**config.mk**
```make
export PLATFORM = sky130hd
export DESIGN_NAME = burst_col_gen
export DESIGN_NICKNAME = d
export VERILOG_FILES = /design/src/rtl/bcg_pkg.sv /design/src/rtl/bcg_mode_decode.sv /design/src/rtl/bcg_beat_counter.sv /design/src/rtl/bcg_addr_map.sv /design/src/rtl/burst_col_gen.sv
export SDC_FILE = /design/constraint.sdc
export NUM_CORES = 1
export LEC_CHECK = 0
export ABC_CLOCK_PERIOD_IN_PS = 4300
export BUFFER_PORTS_ARGS = -buffer_cell sky130_fd_sc_hd__buf_2
export CORE_MARGIN = 5
export CORE_UTILIZATION = 50
export CTS_CLUSTER_DIAMETER = 60
export DETAILED_ROUTE_END_ITERATION = 8
export PLACE_DENSITY = 0.7
export SYNTH_ARGS = -nofsm -noshare
export SYNTH_HDL_FRONTEND = slang
export SYNTH_HIERARCHICAL = 1
export SYNTH_SLANG_ARGS = --single-unit
```
**constraint.sdc**
```tcl
create_clock -name clk -period 4.3 [get_ports clk]
set_input_delay 0.215 -clock clk [delete_from_list [all_inputs] [get_ports clk]]
set_output_delay 0.215 -clock clk [all_outputs]
set_load 0.005 [all_outputs]
```
**src/rtl/bcg_pkg.sv**
```systemverilog
// Package: shared widths, length-code values and the decoded mode record
// for the burst column address generator. Assumes codes are 3 bits.
package bcg_pkg;

    localparam int LEN_CODE_W = 3;

    // Length code values, compared by the mode decoder.
    localparam logic [LEN_CODE_W-1:0] LC_ONE  = 3'b000;
    localparam logic [LEN_CODE_W-1:0] LC_TWO  = 3'b001;
    localparam logic [LEN_CODE_W-1:0] LC_FOUR = 3'b010;
    localparam logic [LEN_CODE_W-1:0] LC_EIGHT = 3'b011;
    localparam logic [LEN_CODE_W-1:0] LC_PAGE = 3'b111;

    typedef enum logic {
        ORD_SEQ  = 1'b0,
        ORD_XOR  = 1'b1
    } order_e;

endpackage

```
**src/rtl/bcg_mode_decode.sv**
```systemverilog
// Module: bcg_mode_decode
// Turns a length code into a low-bit mask (burst length minus one), a
// full-page flag and a reserved-code flag. Purely combinational.
// Assumes COL_W >= 3 so an 8-beat mask fits.
module bcg_mode_decode #(
    parameter int COL_W = 8
) (
    input  logic [bcg_pkg::LEN_CODE_W-1:0] len_code,
    output logic [COL_W-1:0]               len_mask,
    output logic                           full_page,
    output logic                           reserved
);
    import bcg_pkg::*;

    // Map each code to the beat-index mask and flags.
    always_comb begin
        len_mask  = '0;
        full_page = 1'b0;
        reserved  = 1'b0;
        unique case (len_code)
            LC_ONE:   len_mask = '0;
            LC_TWO:   len_mask = COL_W'(1);
            LC_FOUR:  len_mask = COL_W'(3);
            LC_EIGHT: len_mask = COL_W'(7);
            LC_PAGE: begin
                len_mask  = '1;
                full_page = 1'b1;
            end
            default: begin
                len_mask = '0;
                reserved = 1'b1;
            end
        endcase
    end

endmodule

```
**src/rtl/bcg_beat_counter.sv**
```systemverilog
// Module: bcg_beat_counter
// Holds the burst-active state and the beat index. Advances only on edges
// where cke is high. Start has priority over stop and over natural end.
// A fixed burst ends after the beat whose index equals the mask; a
// full-page burst only ends on stop. Assumes mask = length - 1.
module bcg_beat_counter #(
    parameter int COL_W = 8
) (
    input  logic             clk,
    input  logic             rst_n,
    input  logic             cke,
    input  logic             start,
    input  logic             stop,
    input  logic             full_q,
    input  logic [COL_W-1:0] mask_q,
    output logic             active,
    output logic [COL_W-1:0] beat,
    output logic             last
);
    logic at_end;

    // Final beat of a fixed-length burst.
    always_comb at_end = active && !full_q && (beat == mask_q);

    // Beat index and active flag, frozen while cke is low.
    always_ff @(posedge clk) begin
        if (!rst_n) begin
            active <= 1'b0;
            beat   <= '0;
        end else if (cke) begin
            if (start) begin
                active <= 1'b1;
                beat   <= '0;
            end else if (active) begin
                if (stop || at_end) begin
                    active <= 1'b0;
                    beat   <= '0;
                end else begin
                    beat <= beat + COL_W'(1);
                end
            end
        end
    end

    // Last-beat indication to the outside.
    always_comb last = at_end;

endmodule

```
**src/rtl/bcg_addr_map.sv**
```systemverilog
// Module: bcg_addr_map
// Forms the column of the current beat from the captured start column,
// the beat index, the length mask and the ordering. Bits outside the mask
// come from the start column; bits inside come from either the sum
// (sequential) or the XOR (interleaved). Combinational.
module bcg_addr_map #(
    parameter int COL_W = 8
) (
    input  logic [COL_W-1:0] base,
    input  logic [COL_W-1:0] beat,
    input  logic [COL_W-1:0] mask,
    input  bcg_pkg::order_e  order,
    output logic [COL_W-1:0] col
);
    import bcg_pkg::*;

    logic [COL_W-1:0] seq_val;
    logic [COL_W-1:0] xor_val;
    logic [COL_W-1:0] inner;

    // Candidate low-bit values for both orderings.
    always_comb begin
        seq_val = base + beat;
        xor_val = base ^ beat;
        inner   = (order == ORD_XOR) ? xor_val : seq_val;
    end

    // Per-bit select between start column and ordered value.
    for (genvar i = 0; i < COL_W; i++) begin : g_bit
        assign col[i] = mask[i] ? inner[i] : base[i];
    end

endmodule

```
**src/rtl/burst_col_gen.sv**
```systemverilog
// Module: burst_col_gen (top)
// Column address generator for one DRAM burst. Captures start column and
// decoded mode on a start sampled with cke high, then steps one beat per
// enabled clock. Full page ignores the ordering bit and runs until stop.
// Reserved length codes run one beat and set a sticky error.
// Assumes the caller holds cke low to suspend; all inputs synchronous.
module burst_col_gen #(
    parameter int COL_W = 8
) (
    input  logic                           clk,
    input  logic                           rst_n,
    input  logic                           cke,
    input  logic                           start,
    input  logic [COL_W-1:0]               start_col,
    input  logic [bcg_pkg::LEN_CODE_W-1:0] len_code,
    input  logic                           burst_type,
    input  logic                           stop,
    output logic [COL_W-1:0]               col,
    output logic                           beat_valid,
    output logic                           last_beat,
    output logic                           cfg_err
);
    import bcg_pkg::*;

    logic [COL_W-1:0] dec_mask;
    logic             dec_full;
    logic             dec_rsv;
    logic [COL_W-1:0] base_q;
    logic [COL_W-1:0] mask_q;
    logic             full_q;
    order_e           order_q;
    logic             active;
    logic [COL_W-1:0] beat;
    logic [COL_W-1:0] col_raw;
    logic             take;

    bcg_mode_decode #(.COL_W(COL_W)) i_dec (
        .len_code  (len_code),
        .len_mask  (dec_mask),
        .full_page (dec_full),
        .reserved  (dec_rsv)
    );

    // A start counts only on an enabled edge.
    always_comb take = cke && start;

    // Capture start column and decoded mode at each accepted start.
    always_ff @(posedge clk) begin
        if (!rst_n) begin
            base_q  <= '0;
            mask_q  <= '0;
            full_q  <= 1'b0;
            order_q <= ORD_SEQ;
        end else if (take) begin
            base_q  <= start_col;
            mask_q  <= dec_mask;
            full_q  <= dec_full;
            order_q <= (burst_type && !dec_full) ? ORD_XOR : ORD_SEQ;
        end
    end

    // Sticky flag for reserved length codes, cleared by reset only.
    always_ff @(posedge clk) begin
        if (!rst_n) begin
            cfg_err <= 1'b0;
        end else if (take && dec_rsv) begin
            cfg_err <= 1'b1;
        end
    end

    bcg_beat_counter #(.COL_W(COL_W)) i_cnt (
        .clk    (clk),
        .rst_n  (rst_n),
        .cke    (cke),
        .start  (start),
        .stop   (stop),
        .full_q (full_q),
        .mask_q (mask_q),
        .active (active),
        .beat   (beat),
        .last   (last_beat)
    );

    bcg_addr_map #(.COL_W(COL_W)) i_map (
        .base  (base_q),
        .beat  (beat),
        .mask  (mask_q),
        .order (order_q),
        .col   (col_raw)
    );

    // Output stage.
    always_comb begin
        col        = col_raw;
        beat_valid = active;
    end

endmodule

```
# Word level (Yosys, flattened, before mapping)
# Index checks and enable logic that the tools add are counted.
dict set report totals {
  reg_bits 28
  latch_bits 0
  ramBits 0
  romBits 0
  input_bits 17
  word_cells 46
  mem_count 0
}
dict set report classes {
  n_addsub 2
  multipliers 0
  div 0
  order_cmp 0
  n_eq_ne 5
  n_shift 0
  muxes 19
  bitwise_logic 1
  reduce_logical 12
}
# op n
set ops {}
lappend ops {{two-way mux 8 bit} 4}
lappend ops {{case mux 8 bit (4 select lines)} 1}
lappend ops {{two-way mux 1 bit} 14}
lappend ops {{adder 8 x 1 -> 8 bit (second input constant)} 1}
lappend ops {{adder 8 bit} 1}
lappend ops {{equality test 8 bit} 1}
lappend ops {{XOR 8 bit} 1}
lappend ops {{equality test 3 x 2 -> 1 bit (second input constant)} 2}
lappend ops {{logical AND 1 bit} 5}
lappend ops {{OR reduction 5 bit} 1}
lappend ops {{equality test 3 x 1 -> 1 bit (second input constant)} 1}
lappend ops {{equality test 3 bit (second input constant)} 1}
lappend ops {{zero test 3 bit} 1}
lappend ops {{zero test 1 bit} 2}
lappend ops {{AND reduction 2 bit} 1}
lappend ops {{nonzero test 2 bit} 1}
lappend ops {{logical OR 1 bit} 1}

# Longest topological paths before layout
# Gate-level depths: netlist of run 1.
dict set report logic_depth {
  ltp_word 7
  ltp_mapped 7
  mapped_depth_nobuf 7
}

# Cells and area by module
# Netlist of run 1, hierarchy kept.
# module instances cells_each area_per_inst_um2
set by_module_without_submodules {}
lappend by_module_without_submodules {burst_col_gen 1 83 819.5}
lappend by_module_without_submodules {bcg_beat_counter 1 73 584.3}
lappend by_module_without_submodules {bcg_addr_map 1 52 391.6}
lappend by_module_without_submodules {bcg_mode_decode 1 12 83.8}

# Worst setup path after synthesis of run 1
# OpenSTA, ideal clock, no wires.
dict set report synth_path {
  path_kind {flip-flop to output port}
  from {reg i_cnt.beat[0]}
  to {out col[6]}
  arrival_ns 1.681
  path_slack_ns 2.404
  stages_incl_launch_ff 8
  path_cell_list {dfxtp_1 > ha_1 > fa_1 > a21o_1 > a21oi_1 > o21a_1 > o21ai_0 > a31oi_1}
}
dict set report synth_via {
  elab_chain_len 3
}
# element line_no
set synth_lines {}
lappend synth_lines {{from (decl)} bcg_beat_counter.sv:17} ;# output logic [COL_W-1:0] beat,
lappend synth_lines {{from (signal assigned)} bcg_beat_counter.sv:39} ;# beat <= beat + COL_W'(1);
lappend synth_lines {{adder 8 bit} bcg_addr_map.sv:23} ;# seq_val = base + beat;
lappend synth_lines {{two-way mux 8 bit} bcg_addr_map.sv:25} ;# inner = (order == ORD_XOR) ? xor_val : seq_val;
lappend synth_lines {{two-way mux 1 bit} bcg_addr_map.sv:30} ;# assign col[i] = mask[i] ? inner[i] : base[i];
lappend synth_lines {{to (decl)} burst_col_gen.sv:18} ;# output logic [COL_W-1:0] col,
# No other way between the ends.

# Worst setup path after layout of run 1
# Ends and elaborated chain as after synthesis.

==> results.py, run 1 <==
metrics = {
    "drt": {
        "dr.pass1.iters": 4,
        "via_count": 1588,
        "ant_nets": 0,
        "wirelength_mm": 4.04,
        "wl_per_cell_um": 14.3,
        "drc": 0,
        "drtIter0Drc": 108,
        "viasPerCell": 5.63,
    },
    "clock_tree": {
        "clk_path_buf_depth": 2,
        "cts_resized": 0,
        "cts.clk_slew.worst_paths_ns": 0.09,
        "h-tree-depth": 1,
        "cts_made_buffers": 3,
        "cts_root_buf": "clkbuf_8",
        "cts.sinks": 28,
        "ctsHoldBuffers": 0,
        "cts_tree": "done",
        "cts_setup_buffers": 0,
        "clkLatencyLatePin_ns": 0.27,
    },
    "status": {
        "status": "finished, final reports clean",
    },
    "logic_synthesis": {
        "synth_cell_types": 45,
        "syn_area_mm2": 0.00188,
        "seq_area_frac_synth": 0.298,
        "syn-num-nets": 246,
        "ys_ff_latch": 28,
        "synthCells": 220,
        "synthTopCellsByArea": "dfxtp_1, a21boi_0, o21a_1, and3_1, xnor2_1",
        "synth_top_area_frac": 0.298,
        "synth.avg_cell_area_um2": 8.54,
        "yosys.area.top_type": "dfxtp_1",
        "ys.warnings.count": 6,
    },
    "timing": {
        "whs_ns": 0.273,
        "fin_tns_setup_ns": 0,
        "rsz0062_at_grt": "no",
        "period_needed_ns": 2.44,
        "skew_ns": 0.00272,
        "slew_violations": 0,
        "fmaxAchievable_mhz": 410,
        "tightestPinTransition_ns": 0.778,
        "finalCritPeriodShare": 0.567,
        "setup_viol": 0,
        "hold_violations": 0,
        "worst_slew_margin_rel": 0.476,
    },
    "finish": {
        "finalNonFillerCells": 282,
        "fin_area_mm2": 0.00202,
        "nets": 262,
        "drive_gt1_frac": 0.167,
        "final_core_util": 0.551,
        "antenna_cells": 0,
        "syn_to_final_growth_pct": 7.26,
    },
    "min_path": {
        "hold_depth": 3,
        "hold_class": "primary input to register",
    },
    "floorplan": {
        "die_height_um": 71.3,
        "core_mm2": 0.00366,
        "pin_count": 28,
        "start_util": 0.513,
        "row_count": 22,
        "dieArea_mm2": 0.00508,
        "die_w_um": 71.3,
    },
    "global_route": {
        "grt_pass1_wl_mm": 6.59,
        "gr-usage-all-layers": 0.156,
        "grt_max_degree": 44,
        "grt_pass1_vias": 1417,
        "antenna_found_initial": 0,
        "grt-ovfl-total": 0,
    },
    "power_and_ir_drop": {
        "p_per_area_mw_per_mm2": 243,
        "ir_worst_vdd_v": 0.000165,
        "p_leak_uw": 0.000868,
    },
    "setup_path": {
        "critPathKind": "register to output port",
        "endpoint_kind": "output port",
        "cp_max_fo": 6,
        "arrival_ns": 2.22,
        "critical_path.startpoint_type": "register",
        "r2r_cells": 5,
        "worstPathRequired_ns": 4.09,
    },
    "run": {
        "maxCapViolations": 0,
    },
    "place": {
        "place.gp.congestion": 0.787,
        "dp.cells": 279,
        "placed_cell_area_mm2": 0.00197,
        "dpl.hpwl_mm": 2.87,
        "io_buffers": 27,
    },
}
[synthesized netlist by cell type, drive strengths merged]
master,instances
nor2,12
a21boi,22
nand2,11
nand3,9
nand4,1
dfxtp,28
o22ai,1
a211oi,1
o21ai,8
nand3b,4
o21a,19
or3,2
o31ai,1
and4b,1
buf,10
nand2b,2
fa,1
inv,2
and3b,1
ha,8
mux2,2
and3,20
clkbuf,6
and2,2
a21o,4
o2bb2ai,1
nor3,2
xor2,1
nor2b,3
or2,2
a21oi,11
a31oi,4
mux2i,2
xnor2,14
nor4,2
[flip-flops by register name, summed over array words and instances (netlist names)]
register	flops
base_q	8
i_cnt/beat	8
mask_q	8
cfg_err	1
full_q	1
i_cnt/active	1
order_q	1
[area by class of cell]
| class | count | area (um^2) |
|---|---|---|
| fillers | 369 | 1650 |
| repair buffers | 27 | 135 |
| well taps | 48 | 60.1 |
| inverters | 2 | 7.51 |
| multi-input cells | 174 | 1210 |
| flip-flops and latches | 28 | 561 |
| clock buffers | 3 | 41.3 |
[path summary, 6_finish.rpt]
| check | from | endpoint | slack [ns] |
|---|---|---|---|
| setup / recovery | i_cnt/beat[0] | col[6] | 1.86 |
| hold / removal | start_col[5] | base_q[5] | 0.27 |
| setup reg to reg | i_cnt/beat[5] | i_cnt/active | 2.39 |
| hold reg to reg | cfg_err | cfg_err | 0.51 |
[kinds of logic after synthesis]
| family | Yosys count | share of synthesized area |
|---|---|---|
| adder cells (fa/ha/maj) | 9 | 0.0639 |
| AO/OA/AOI/OAI | 72 | 0.264 |
| flip-flops | 28 | 0.298 |
| multiplexers | 4 | 0.0246 |
| AND/OR/NAND/NOR | 74 | 0.222 |
| buffers and inverters | 18 | 0.0572 |
| XOR/XNOR | 15 | 0.0699 |
[per-stage QoR]
step,total power [uW],setup WS [ns]
finish,490,1.86
global route,508,1.71
CTS,493,1.84
detailed placement,351,2.17
global placement,350,2.20
floorplan,329,2.40
[worst max-delay path, cell delays in order (launching register included)]
cell,delay [ns]
dfxtp_1,0.38
ha_1,0.26
fa_1,0.39
a21o_1,0.19
a21oi_1,0.18
o21a_1,0.16
o21ai_0,0.07
a31oi_1,0.18
buf_2,0.14
[cells in the final DEF, fill, tap and decap left out, types with 2 or more instances in the layout]
cell type	n
a21o_1	4
nand3_1	9
nor3_2	2
and3_1	20
nor4_1	2
a21boi_1	2
nor2b_1	3
nand2b_1	2
or2_1	2
a31oi_1	4
a21oi_1	11
dfxtp_1	28
mux2i_1	2
buf_2	27
xnor2_1	14
o21ai_0	6
ha_1	8
a21boi_0	19
o21ai_1	2
clkbuf_8	3
or3_1	2
nand3b_1	4
nor2_1	11
o21a_1	19
nand2_1	11
[power breakdown]
group,internal (uW),switching [uW],leakage [uW]
sequential,266,7.81,0.000227
clock,63.0,81.7,0.0000216
combinational,31.9,39.4,0.000619
[metal layers]
metal  vias to the layer above  GRT usage  part of all wire
met5                         -          0                 0
met4                         0     0.0397            0.0049
met3                         2     0.0224             0.041
met2                        34      0.250              0.46
met1                       736      0.220              0.49
li1                        816          -                 -
No activity file was read; power rests on OpenSTA's default activity.
==> run 2: changes to the inputs <==
--- a/config.mk
+++ b/config.mk
@@ -5,7 +5,8 @@
 export SDC_FILE = /design/constraint.sdc
 export NUM_CORES = 1
 export LEC_CHECK = 0
-export ABC_CLOCK_PERIOD_IN_PS = 4300
+export ABC_AREA = 1
+export ABC_CLOCK_PERIOD_IN_PS = 2500
 export BUFFER_PORTS_ARGS = -buffer_cell sky130_fd_sc_hd__buf_2
 export CORE_MARGIN = 5
 export CORE_UTILIZATION = 50
==> constraint.sdc (replaced) <==
create_clock -name clk -period 2.5 [get_ports clk]
set_input_delay 0.125 -clock clk [delete_from_list [all_inputs] [get_ports clk]]
set_output_delay 0.125 -clock clk [all_outputs]
set_load 0.005 [all_outputs]
==> results.py, run 2 <==
metrics = {
    "finish": {
        "mostFrequentLayoutCell": "nand2_1",
        "most-common-layout-cells": "nand2_1, nor2_1, inv_1",
        "reg_top3": "base_q x8, i_cnt/beat x8, mask_q x8",
        "fin_area_mm2": 0.00214,
        "drive_gt1_frac": 0.139,
        "fill_cells": 396,
        "nets": 366,
        "antenna_cells": 0,
        "syn_to_final_growth_pct": 9.53,
    },
    "setup_path": {
        "critPathKind": "register to output port",
        "critical_path.startpoint_type": "register",
        "cp_max_fo": 4,
        "arrival_ns": 1.88,
        "endpoint_kind": "output port",
        "worstPathRequired_ns": 2.38,
    },
    "power_and_ir_drop": {
        "p_per_area_mw_per_mm2": 476,
        "p_leak_uw": 0.00115,
        "total_power_uw": 1020,
        "ir_worst_vdd_v": 0.000365,
    },
    "global_route": {
        "grt-ovfl-total": 0,
        "grt_max_degree": 37,
        "gr-usage-all-layers": 0.164,
        "grt_pass1_vias": 1567,
        "antenna_found_initial": 0,
        "grt_pass1_wl_mm": 6.99,
    },
    "logic_synthesis": {
        "seq_area_frac_synth": 0.286,
        "synth_top_flop_cell": "dfxtp_1",
        "synth_cell_types": 32,
        "synth_most_common_cell": "nand2_1",
        "synth_top_area_frac": 0.286,
        "async_flop_share": 0,
        "synthTopCellsByArea": "dfxtp_1, nand2_1, nor2_1, inv_1, ha_1",
        "yosys.area.top_type": "dfxtp_1",
        "syn-num-nets": 344,
        "synth_edf_count": 0,
        "synthTopCellsByCount": "nand2_1, nor2_1, inv_1, dfxtp_1, a21oi_1",
        "syn_area_mm2": 0.00196,
        "synthCells": 318,
        "ys.warnings.count": 6,
        "ys_ff_latch": 28,
        "synth.avg_cell_area_um2": 6.15,
    },
    "floorplan": {
        "core_mm2": 0.00372,
        "dieArea_mm2": 0.00526,
        "pin_count": 28,
        "die_w_um": 72.6,
        "start_util": 0.527,
        "row_count": 22,
        "die_height_um": 72.6,
    },
    "drt": {
        "dr.pass1.iters": 4,
        "drtIter0Drc": 126,
        "wl_per_cell_um": 10.7,
        "ant_nets": 0,
        "drc": 0,
        "via_count": 1832,
        "viasPerCell": 4.73,
        "wirelength_mm": 4.14,
    },
    "timing": {
        "fin_tns_setup_ns": 0,
        "slew_violations": 0,
        "fmaxAchievable_mhz": 499,
        "skew_ns": 0.00735,
        "worst_slew_margin_rel": 0.676,
        "rsz0062_at_grt": "no",
        "hold_violations": 0,
        "tightestPinTransition_ns": 0.484,
        "setup_viol": 0,
        "finalCritPeriodShare": 0.802,
        "period_needed_ns": 2.01,
        "whs_ns": 0.0626,
    },
    "clock_tree": {
        "cts_made_buffers": 3,
        "cts_root_buf": "clkbuf_8",
        "cts_tree": "done",
        "ctsHoldBuffers": 0,
        "clk_path_buf_depth": 2,
        "clkLatencyLatePin_ns": 0.28,
        "cts.clk_slew.worst_paths_ns": 0.11,
        "cts.sinks": 28,
        "h-tree-depth": 1,
        "cts_resized": 0,
        "cts_setup_buffers": 0,
    },
    "place": {
        "io_buffers": 27,
        "place.gp.congestion": 0.889,
        "placed_cell_area_mm2": 0.00207,
        "dpl.hpwl_mm": 3.21,
    },
    "run": {
        "maxCapViolations": 0,
    },
    "status": {
        "status": "finished, final reports clean",
    },
    "min_path": {
        "hold_class": "primary input to register",
    },
}
-- run 2: path summary, 6_finish.rpt --
| kind | cells past startpoint | from | to | slack [ns] |
|---|---|---|---|---|
| max | 10 | i_cnt/beat[0] | col[6] | 0.49 |
| min reg2reg | 2 | cfg_err | cfg_err | 0.46 |
| min | 3 | start_col[1] | base_q[1] | 0.06 |
| max reg2reg | 11 | i_cnt/beat[1] | i_cnt/beat[4] | 1.01 |
-- run 2: kinds of logic (layout without fill, tap and decap cells) --
group           count (synthesis)  count (layout)  synth area share
mux                             1               1           0.00575
compound gates                 26              26            0.0806
flops                          28              28             0.286
fa+ha+maj                       9               9            0.0614
xor+xnor                        6               6            0.0269
simple gates                  183             183             0.393
buf+inv                        65              86             0.146
-- run 2: power breakdown --
part	switching, uW	internal [uW]	leakage, uW
Clock	154	215	0.0000357
Combinational	97.5	64.4	0.000884
Sequential	23.1	467	0.000229
Total	274	746	0.00115
-- run 2: critical path, cell delays in order, from the launching register on --
cell and delay [ns]:
dfxtp_1 0.36, ha_1 0.23, fa_1 0.39, nand3_1 0.10, nand2_1 0.07, nand3b_1 0.11
nand2_1 0.06, nand2_1 0.05, nand3_1 0.07, nand2_1 0.06, buf_2 0.10
-- run 2: layout make-up --
type                            instances  area (um^2)  area share
Tap cell                               48         60.1      0.0280
Sequential cell                        28          561       0.262
Inverter                               55          206      0.0963
Timing Repair Buffer                   27          135      0.0630
Multi-Input combinational cell        225         1110       0.518
Clock buffer                            3         41.3      0.0193
Clock inverter                          1         30.0      0.0140
-- run 2: through the flow --
step	setup WS [ns]	instances	util
4_1_cts	0.488	387	0.577
2_1_floorplan	1.02	318	-
6_report	0.495	387	0.577
3_3_place_gp	0.832	383	0.558
5_1_grt	0.357	387	0.577
3_5_place_dp	0.820	383	0.558
-- run 2: metal layers --
layer | share of wire | track usage | wire [um]
met5 | 0 | 0 | 0
met2 | 0.45 | 0.264 | 1870
met4 | 0.0031 | 0.0328 | 13
met1 | 0.50 | 0.232 | 2080
met3 | 0.042 | 0.0263 | 175
==> run 3: changes to the inputs <==
--- a/config.mk
+++ b/config.mk
@@ -6,7 +6,7 @@
 export NUM_CORES = 1
 export LEC_CHECK = 0
 export ABC_AREA = 1
-export ABC_CLOCK_PERIOD_IN_PS = 2500
+export ABC_CLOCK_PERIOD_IN_PS = 2100
 export BUFFER_PORTS_ARGS = -buffer_cell sky130_fd_sc_hd__buf_2
 export CORE_MARGIN = 5
 export CORE_UTILIZATION = 50
==> constraint.sdc (replaced) <==
create_clock -name clk -period 2.1 [get_ports clk]
set_input_delay 0.105 -clock clk [delete_from_list [all_inputs] [get_ports clk]]
set_output_delay 0.105 -clock clk [all_outputs]
set_load 0.005 [all_outputs]
==> results.py, run 3 (synthesis results as in run 2) <==
metrics = {
    "status": {
        "status": "finished, final reports clean",
    },
    "floorplan": {
        "die_height_um": 72.6,
        "pin_count": 28,
        "core_mm2": 0.00372,
        "start_util": 0.527,
        "dieArea_mm2": 0.00526,
        "die_w_um": 72.6,
        "row_count": 22,
    },
    "drt": {
        "wirelength_mm": 4.22,
        "dr.pass1.iters": 4,
        "drtIter0Drc": 77,
        "drc": 0,
        "wl_per_cell_um": 10.9,
        "ant_nets": 0,
        "viasPerCell": 4.70,
        "via_count": 1825,
    },
    "power_and_ir_drop": {
        "clkPwrFrac": 0.359,
        "switching_share": 0.267,
        "p_leak_uw": 0.00115,
        "power.switching_uw": 324,
        "internal_power_uw": 889,
        "p_per_area_mw_per_mm2": 563,
        "ir_worst_vdd_v": 0.000454,
        "combPwrFrac": 0.159,
        "seq_power_share": 0.482,
    },
    "timing": {
        "slew_violations": 0,
        "rsz0062_at_grt": "no",
        "fin_tns_setup_ns": 0,
        "hold_violations": 0,
        "setup_viol": 0,
        "worst_slack_ns": 0.173,
        "fmaxAchievable_mhz": 519,
        "worst_slew_margin_rel": 0.683,
        "skew_ns": 0.00177,
        "period_needed_ns": 1.93,
        "finalCritPeriodShare": 0.917,
        "tightestPinTransition_ns": 0.473,
    },
    "clock_tree": {
        "cts_made_buffers": 3,
        "clk_path_buf_depth": 2,
        "cts.clk_slew.worst_paths_ns": 0.10,
        "cts_root_buf": "clkbuf_8",
        "cts.sinks": 28,
        "cts_tree": "done",
        "h-tree-depth": 1,
        "clkLatencyLatePin_ns": 0.28,
    },
    "place": {
        "dpl.hpwl_mm": 3.25,
        "placed_cell_area_mm2": 0.00208,
        "dp_worst_setup_slack_ns": 0.451,
        "dp.cells": 384,
        "io_buffers": 27,
        "place.gp.congestion": 0.891,
    },
    "finish": {
        "mostFrequentLayoutCell": "nand2_1",
        "nets": 367,
        "most-common-layout-cells": "nand2_1, nor2_1, inv_1",
        "reg_top3": "base_q x8, i_cnt/beat x8, mask_q x8",
        "finalNonFillerCells": 388,
        "syn_to_final_growth_pct": 10.1,
        "drive_gt1_frac": 0.147,
        "antenna_cells": 0,
        "fin_area_mm2": 0.00215,
    },
    "setup_path": {
        "critical_path.startpoint_type": "register",
        "endpoint_kind": "output port",
        "critPathKind": "register to output port",
        "arrival_ns": 1.82,
        "cp_cell_sequence": "ha_1 > fa_2 > nand3_1 > nand2_1 > nand3b_1 > nand3b_1 > nand3_1 > nand2_1 > buf_2",
        "slowest_delay_ns": 0.35,
        "worstPathRequired_ns": 2.00,
        "cp_slowest_cell": "dfxtp_2",
        "cp_max_fo": 4,
    },
    "min_path": {
        "hold_class": "primary input to register",
    },
    "run": {
        "maxCapViolations": 0,
    },
    "global_route": {
        "gr-usage-all-layers": 0.165,
        "grt-ovfl-total": 0,
        "grt_pass1_vias": 1554,
        "grt_max_degree": 37,
        "antenna_found_initial": 0,
        "grt_pass1_wl_mm": 6.90,
    },
}
==> run 3: cell count changes in the layout (fill, tap and decap cells not counted), sizes merged <==
cell	change
buf	+1
==> run 3: metal layers <==
| metal | track usage | vias to the layer above | routed length (um) |
|---|---|---|---|
| met5 | 0 | - | 0 |
| met4 | 0.0410 | 0 | 27 |
| met3 | 0.0249 | 2 | 170 |
| met2 | 0.278 | 27 | 1930 |
| met1 | 0.221 | 792 | 2100 |
| li1 | - | 1004 | - |
==> run 3: repair_timing <==
action                                  4_1_cts  5_1_grt
gates resized for setup                       0        2
buffers inserted                              0        0
endpoints found under the setup margin        0        1
hold buffers                                  0        0
==> run 3: worst paths after layout <==
kind,startpoint,endpoint,slack (ns),cells after the start
worst max-delay path,i_cnt/beat[0],col[6],0.17,9
worst min-delay path,start_col[1],base_q[1],0.04,3
worst max register to register,i_cnt/beat[1],i_cnt/beat[2],0.58,11
worst min register to register,cfg_err,cfg_err,0.46,2
==> run 3: power by group through the flow <==
stage	logic (uW)	registers [uW]	clock network, uW
2_1_floorplan	145	587	0
6_report	193	585	435
4_1_cts	195	584	445
3_3_place_gp	192	596	0
3_5_place_dp	193	597	0
5_1_grt	222	590	468
==> run 3: worst max-delay path, delay by kind of cell, from the launching register on <==
family	cells	cell delay, ns
flip-flops	1	0.35
adder cells (fa/ha/maj)	2	0.58
buffers and inverters	1	0.12
AND/OR/NAND/NOR	6	0.49
==> run 3: cell type report <==
class                      instances  area (um^2)
fill                             395         1560
tap                               48         60.1
clock inverter                     1         30.0
clock buffer                       3         41.3
timing repair buffer              28          143
inverter                          55          206
sequential                        28          562
multi-input combinational        225         1110
==> run 3: metrics by stage <==
stage | hold slack, ns | total power (uW) | util
2_1_floorplan | 0.240 | 732 | -
3_3_place_gp | 0.326 | 788 | 0.560
3_5_place_dp | 0.333 | 790 | 0.560
4_1_cts | 0.0365 | 1220 | 0.579
5_1_grt | 0.0552 | 1280 | 0.580
6_report | 0.0404 | 1210 | 0.580
